$ cat src/rtl/i2c_oar_pkg.sv
package i2c_oar_pkg;
  localparam int BYTE_W = 8;
  localparam int ADDR_W = 10;
  localparam int HI_W   = ADDR_W - BYTE_W;
  localparam int PFX_W  = BYTE_W - 1 - HI_W;
  localparam logic [PFX_W-1:0] HDR_PFX = {PFX_W{1'b1}} << 1;

  typedef enum logic [1:0] {
    ST_IDLE  = 2'd0,  // before any start, or after a miss
    ST_FIRST = 2'd1,  // waiting for the first address byte
    ST_LOW   = 2'd2,  // 10-bit header accepted, waiting for low byte
    ST_HIT   = 2'd3   // addressed
  } oar_state_t;

  function automatic logic f_hit7(input logic [BYTE_W-1:0] b,
                                  input logic [BYTE_W-2:0] a7);
    return b[BYTE_W-1:1] == a7;
  endfunction

  function automatic logic f_hdr(input logic [BYTE_W-1:0] b,
                                 input logic [HI_W-1:0] hi);
    return b[BYTE_W-1:1] == {HDR_PFX, hi};
  endfunction
endpackage

$ cat src/rtl/i2c_oar_cmp.sv
module i2c_oar_cmp
  import i2c_oar_pkg::*;
(
  input  logic              ten_bit_i,
  input  logic [ADDR_W-1:0] prim_addr_i,
  input  logic [BYTE_W-1:0] sec_cfg_i,
  input  logic [BYTE_W-1:0] byte_i,
  output logic              p7_hit_o,
  output logic              s7_hit_o,
  output logic              hdr_hit_o,
  output logic              low_hit_o
);
  logic dual_en;
  assign dual_en   = sec_cfg_i[0] && !ten_bit_i;
  assign p7_hit_o  = f_hit7(byte_i, prim_addr_i[BYTE_W-1:1]);
  assign s7_hit_o  = dual_en && f_hit7(byte_i, sec_cfg_i[BYTE_W-1:1]);
  assign hdr_hit_o = f_hdr(byte_i, prim_addr_i[ADDR_W-1:BYTE_W]);
  assign low_hit_o = byte_i == prim_addr_i[BYTE_W-1:0];
endmodule

$ cat src/rtl/i2c_oar_fsm.sv
module i2c_oar_fsm
  import i2c_oar_pkg::*;
(
  input  logic clk,
  input  logic rst_n,
  input  logic ten_bit_i,
  input  logic start_i,
  input  logic byte_vld_i,
  input  logic rw_bit_i,
  input  logic p7_hit_i,
  input  logic s7_hit_i,
  input  logic hdr_hit_i,
  input  logic low_hit_i,
  output logic match_o,
  output logic dir_o,
  output logic sec_hit_o,
  output logic hdr_pending_o
);
  oar_state_t state_q, state_d;
  logic dir_d, sec_d;

  always_comb begin
    state_d = state_q;
    dir_d   = dir_o;
    sec_d   = sec_hit_o;
    if (start_i) begin
      state_d = ST_FIRST;
      dir_d   = 1'b0;
      sec_d   = 1'b0;
    end else if (byte_vld_i) begin
      case (state_q)
        ST_FIRST: begin
          dir_d = rw_bit_i;
          if (ten_bit_i)
            state_d = hdr_hit_i ? ST_LOW : ST_IDLE;
          else if (p7_hit_i)
            state_d = ST_HIT;
          else if (s7_hit_i) begin
            state_d = ST_HIT;
            sec_d   = 1'b1;
          end else
            state_d = ST_IDLE;
        end
        ST_LOW:  state_d = low_hit_i ? ST_HIT : ST_IDLE;
        default: state_d = state_q;
      endcase
    end
  end

  always_ff @(posedge clk or negedge rst_n) begin
    if (!rst_n) begin
      state_q   <= ST_IDLE;
      dir_o     <= 1'b0;
      sec_hit_o <= 1'b0;
    end else begin
      state_q   <= state_d;
      dir_o     <= dir_d;
      sec_hit_o <= sec_d;
    end
  end

  assign match_o       = state_q == ST_HIT;
  assign hdr_pending_o = state_q == ST_LOW;
endmodule

$ cat src/rtl/i2c_own_addr_match.sv
module i2c_own_addr_match
  import i2c_oar_pkg::*;
(
  input  logic              clk,
  input  logic              rst_n,
  input  logic              ten_bit_i,
  input  logic [ADDR_W-1:0] prim_addr_i,
  input  logic [BYTE_W-1:0] sec_cfg_i,
  input  logic              start_i,
  input  logic              byte_vld_i,
  input  logic [BYTE_W-1:0] byte_i,
  output logic              match_o,
  output logic              dir_o,
  output logic              sec_hit_o
);
  logic p7_hit, s7_hit, hdr_hit, low_hit, hdr_pending;

  i2c_oar_cmp u_cmp (
    .ten_bit_i  (ten_bit_i),
    .prim_addr_i(prim_addr_i),
    .sec_cfg_i  (sec_cfg_i),
    .byte_i     (byte_i),
    .p7_hit_o   (p7_hit),
    .s7_hit_o   (s7_hit),
    .hdr_hit_o  (hdr_hit),
    .low_hit_o  (low_hit)
  );

  i2c_oar_fsm u_fsm (
    .clk          (clk),
    .rst_n        (rst_n),
    .ten_bit_i    (ten_bit_i),
    .start_i      (start_i),
    .byte_vld_i   (byte_vld_i),
    .rw_bit_i     (byte_i[0]),
    .p7_hit_i     (p7_hit),
    .s7_hit_i     (s7_hit),
    .hdr_hit_i    (hdr_hit),
    .low_hit_i    (low_hit),
    .match_o      (match_o),
    .dir_o        (dir_o),
    .sec_hit_o    (sec_hit_o),
    .hdr_pending_o(hdr_pending)
  );
endmodule

$ cat config.mk
export PLATFORM = sky130hd
export DESIGN_NAME = i2c_own_addr_match
export DESIGN_NICKNAME = d
export VERILOG_FILES = /design/src/rtl/i2c_oar_pkg.sv /design/src/rtl/i2c_oar_cmp.sv /design/src/rtl/i2c_oar_fsm.sv /design/src/rtl/i2c_own_addr_match.sv
export SDC_FILE = /design/constraint.sdc
export NUM_CORES = 1
export LEC_CHECK = 0
export BUFFER_PORTS_ARGS = -buffer_cell sky130_fd_sc_hd__buf_4
export CAP_MARGIN = 40
export CELL_PAD_IN_SITES_DETAIL_PLACEMENT = 0
export CELL_PAD_IN_SITES_GLOBAL_PLACEMENT = 2
export CORE_UTILIZATION = 17
export CTS_CLUSTER_DIAMETER = 40
export DETAILED_ROUTE_END_ITERATION = 16
export PLACE_DENSITY_LB_ADDON = 0.1
export SYNTH_ARGS = -nofsm -noshare
export SYNTH_HDL_FRONTEND = slang
export SYNTH_SLANG_ARGS = --single-unit
$ cat constraint.sdc
create_clock -name clk -period 1.69 [get_ports clk]
set_clock_uncertainty 0.2 [all_clocks]
set_input_delay 0.0845 -clock clk [delete_from_list [all_inputs] [get_ports clk]]
set_output_delay 0.0845 -clock clk [all_outputs]
set_load 0.005 [all_outputs]
=== Word level (Yosys, flattened, before mapping) ===
Cells that the tools add are included.

* Reduce and logical (&&, ||, !) cells: 10
* Multiplexer cells: 17
* Eq/ne operators: 9

{| class="wikitable"
|+ Operators by type and width
! cell !! number
|-
| $eq A7 B7 Y1 || 3
|-
| $mux W2 || 7
|-
| $mux W1 || 9
|-
| $eq A8 B8 Y1 || 1
|-
| $reduce_bool A2 Y1 || 3
|-
| $reduce_and A5 Y1 || 1
|-
| $eq A2 B2 Y1 const B || 2
|-
| $pmux W2 S2 || 1
|-
| $reduce_and A2 Y1 || 2
|-
| $reduce_bool A3 Y1 || 1
|-
| $eq A2 B1 Y1 const B || 1
|-
| $logic_and A1 B1 Y1 || 2
|-
| $ne A2 B1 Y1 const B || 1
|-
| $ne A2 B2 Y1 const B || 1
|-
| $logic_not A1 Y1 || 1
|}

* Register bits: 4
* Output and inout port bits: 3

=== Longest topological paths before layout ===
* Word-level depth: 9
* Mapped depth: 5
* Depth with buffers taken out: 5

=== Modules after synthesis ===
Synthesis repeated with hierarchy kept, for this count alone.

* Cells, all modules: 49
* Area total of the unflattened synthesis: 420.4 um^2

{| class="wikitable"
|+ Modules (own cells, without submodules)
! module !! cells each !! area each (um^2) !! times used
|-
| i2c_oar_fsm || 23 || 211.5 || 1
|-
| i2c_oar_cmp || 26 || 209.0 || 1
|}

=== Worst setup path before layout ===
No wires, ideal clock.

* Path kind: flip-flop to flip-flop
* From: reg u_fsm.state_q[1]
* To: reg u_fsm.sec_hit_o
* Arrival: 1.466 ns
* Path buffers: 0
* Setup time: 0.077 ns
* Path slack: -0.053 ns
* Stages on the path, launching flop included: 5
* Path through: dfrtp_1 nand2b_1 or2_2 or4b_1 a21oi_1

* Longest elaborated chain between the ends: 3

{| class="wikitable"
|+ Ends and longest elaborated chain
! what !! line !! text
|-
| from (decl) || i2c_oar_fsm.sv:19 || <nowiki>oar_state_t state_q, state_d;</nowiki>
|-
| from (signal assigned) || i2c_oar_fsm.sv:56 || <nowiki>state_q <= state_d;</nowiki>
|-
| $eq A2 B1 Y1 || i2c_oar_fsm.sv:31 || <nowiki>case (state_q)</nowiki>
|-
| $reduce_bool A2 Y1 (no source line) || - ||
|-
| $reduce_and A5 Y1 (no source line) || - ||
|-
| to (signal assigned) || i2c_oar_fsm.sv:54 || <nowiki>sec_hit_o <= 1'b0;</nowiki>
|-
| to (signal assigned) || i2c_oar_fsm.sv:58 || <nowiki>sec_hit_o <= sec_d;</nowiki>
|-
| to (decl) || i2c_oar_fsm.sv:16 || <nowiki>output logic sec_hit_o,</nowiki>
|}

No other way between the ends.
A chain may end at the register's enable or synchronous reset.

=== Worst setup path in the final report ===
Same ends and word-level chain as after synthesis.

==> qor.yml <==
period_needed_ns: 1.62
tns_ns: 0
powerDensity_mw_per_mm2: 443
ios: 34
maxCapViolCount: 0
ys.flop_type: "dfrtp_1"
status: "finished, final reports clean"
ys_warn_count: 0
drc_errors: 0
relSlewSlack: 0.838
syn_area_um2: 443
grt-ovfl-total: 0
synth_seq_cells: 4
clk_pin_slew_ns: 0.04
grt_pass1_vias: 523
dp.cells: 116
finalCritPeriodShare: 0.960
grt_max_degree: 7
slew_violations: 0
synthCells: 49
async_reset_ff_frac: 1.00
holdWs_ns: 0.0118
grt_usage: 0.115
core_area_mm2: 0.00248
worstMarginPinSlew_ns: 0.242
vias_per_cell: 4.30
r2r_end: "u_fsm.sec_hit_o$_DFFE_PN0P_"
r2r_slack_ns: 0.07
finalNetCount: 128
cts_buffers: 3
ir_worst_vdd_mv: 0.411
cp-start-kind: "flop"
synthTopCellsByCount: "xnor2_1 (12), xor2_1 (5), dfrtp_1 (4), nand4_1 (4), a21oi_1 (3)"
synth_edf_count: 0
startpoint: "u_fsm.state_q[1]$_DFFE_PN0P_"
gp_congestion: 0.685
area_growth_pct: 93.8
dpl.hpwl_um: 1130
reg2regPathDepth: 4
finalWorstSetupSlack_ns: 0.0676
rsz0062_at_grt: "no"
die_h_um: 53.0
synth_cell_types: 24
synth.largest_area_cell: "xnor2_1"
cp_max_fo: 2
cts_root_buf: "clkbuf_4"
fillCellCount: 278
post-place-ws_ns: 0.0232
critPathKind: "flop to flop"
hold_viol_final: 0
design.die.area_mm2: 0.00281
cellLeakagePower_nw: 0.378
drtAntennaViolNets: 0
hp-class: "input pin to flop"
synth_most_common_cell: "xnor2_1"
critPathArrivalTime_ns: 1.59
finalNonFillerCells: 125
drive_gt1_frac: 0.474
cp.required_ns: 1.66
die-width_um: 53.0
antenna_cells: 0
grt_pass1_wl_um: 2270
drt_pass1_iterations: 4
yosysSeqAreaShare: 0.226
htreeDepth: 1
clock-sinks: 4
std_cell_rows: 18
cp-end-kind: "flop"
synth_area_leaders: "xnor2_1 (24%), dfrtp_1 (23%), xor2_1 (9.9%)"
drt_iter0_markers: 6
vias: 538
cts_tree: "built"
cts.path.max_buffers: 2
start_util: 0.179
place.port_buffers: 33
clock_latency_ns: 0.23
cp-endpoint: "u_fsm.sec_hit_o$_DFFE_PN0P_"
rr_startpoint: "u_fsm.state_q[1]$_DFFE_PN0P_"
post_drt_wl_per_cell_um: 11.1
fmax_ghz: 0.616
synthesis.nets: 80
syn-mean-instance-area_um2: 9.04
antenna_found_initial: 0
yosysTopAreaCellShare: 0.237
wl_um: 1390
setup-violations-final: 0
[timing repair]
item / in CTS / in global routing
hold buffers: 6 / 0
setup endpoints to repair: 0 / 1
hold endpoints to repair: 7 / 0
gates resized for setup: 0 / 2
setup buffers: 0 / 0
[report_power, final]
group / leakage, nW / internal [W] / switching [W]
sequential: 0.0535 / 0.000100 / 0.00000191
combinational: 0.311 / 0.0000976 / 0.0000622
clock: 0.0138 / 0.0000794 / 0.0000389
[sequential cells by signal, summed over array words and instances (netlist names)]
| signal | cells |
|---|---|
| u_fsm.state_q | 2 |
| u_fsm.sec_hit_o | 1 |
| u_fsm.dir_o | 1 |
[worst min path at each step]
stage / cells past startpoint / start / end
6_report: 3 / byte_vld_i / u_fsm.state_q[1]$_DFFE_PN0P_
5_1_grt: 3 / byte_vld_i / u_fsm.state_q[1]$_DFFE_PN0P_
4_1_cts: 3 / byte_vld_i / u_fsm.state_q[1]$_DFFE_PN0P_
3_5_place_dp: 1 / rst_n / u_fsm.sec_hit_o$_DFFE_PN0P_
3_3_place_gp: 1 / rst_n / u_fsm.sec_hit_o$_DFFE_PN0P_
2_1_floorplan: 0 / rst_n / u_fsm.dir_o$_DFFE_PN0P_
[through the flow]
step            util  power [W]  cell area [µm²]
2_1_floorplan      -   0.000162              453
3_3_place_gp   0.310   0.000256              768
4_1_cts        0.343   0.000386              851
6_report       0.346   0.000380              858
5_1_grt        0.346   0.000414              858
3_5_place_dp   0.310   0.000253              768
[layer usage]
layer | GRT usage | vias to the layer above | wire, µm
li1 | - | 272 | -
met1 | 0.151 | 246 | 657
met2 | 0.177 | 20 | 639
met3 | 0.0517 | 0 | 88
met4 | 0.0132 | 0 | 0
met5 | 0 | - | 0
[layout by cell type (no fill, tap or decap), types with 2 or more instances in the layout]
cell           count
xnor2_1           12
nand4_1            4
inv_1              2
dfrtp_1            4
buf_4             37
xor2_1             5
a21oi_1            2
o21bai_1           2
dlygate4sd3_1      6
clkbuf_4           3
[cells by family after synthesis]
group / after synthesis / synth area share
compound gates: 10 / 0.150
xor+xnor: 17 / 0.336
buf+inv: 2 / 0.0170
flops: 4 / 0.226
mux: 1 / 0.0226
simple gates: 15 / 0.249
[cell type report]
type	count	area (µm²)	area share
multi-input cells	43	353	0.411
repair buffers	43	338	0.394
flip-flops and latches	4	100	0.117
well taps	30	37.5	0.0437
clock buffers	3	22.5	0.0262
inverters	2	7.51	0.00875
[critical path, stage by stage, from the launching register on]
cell and delay (ns):
dfrtp_1 0.37, nand2b_4 0.14, or2_4 0.23, or4b_4 0.48, a21oi_2 0.13
No activity file was read; power rests on OpenSTA's default activity.
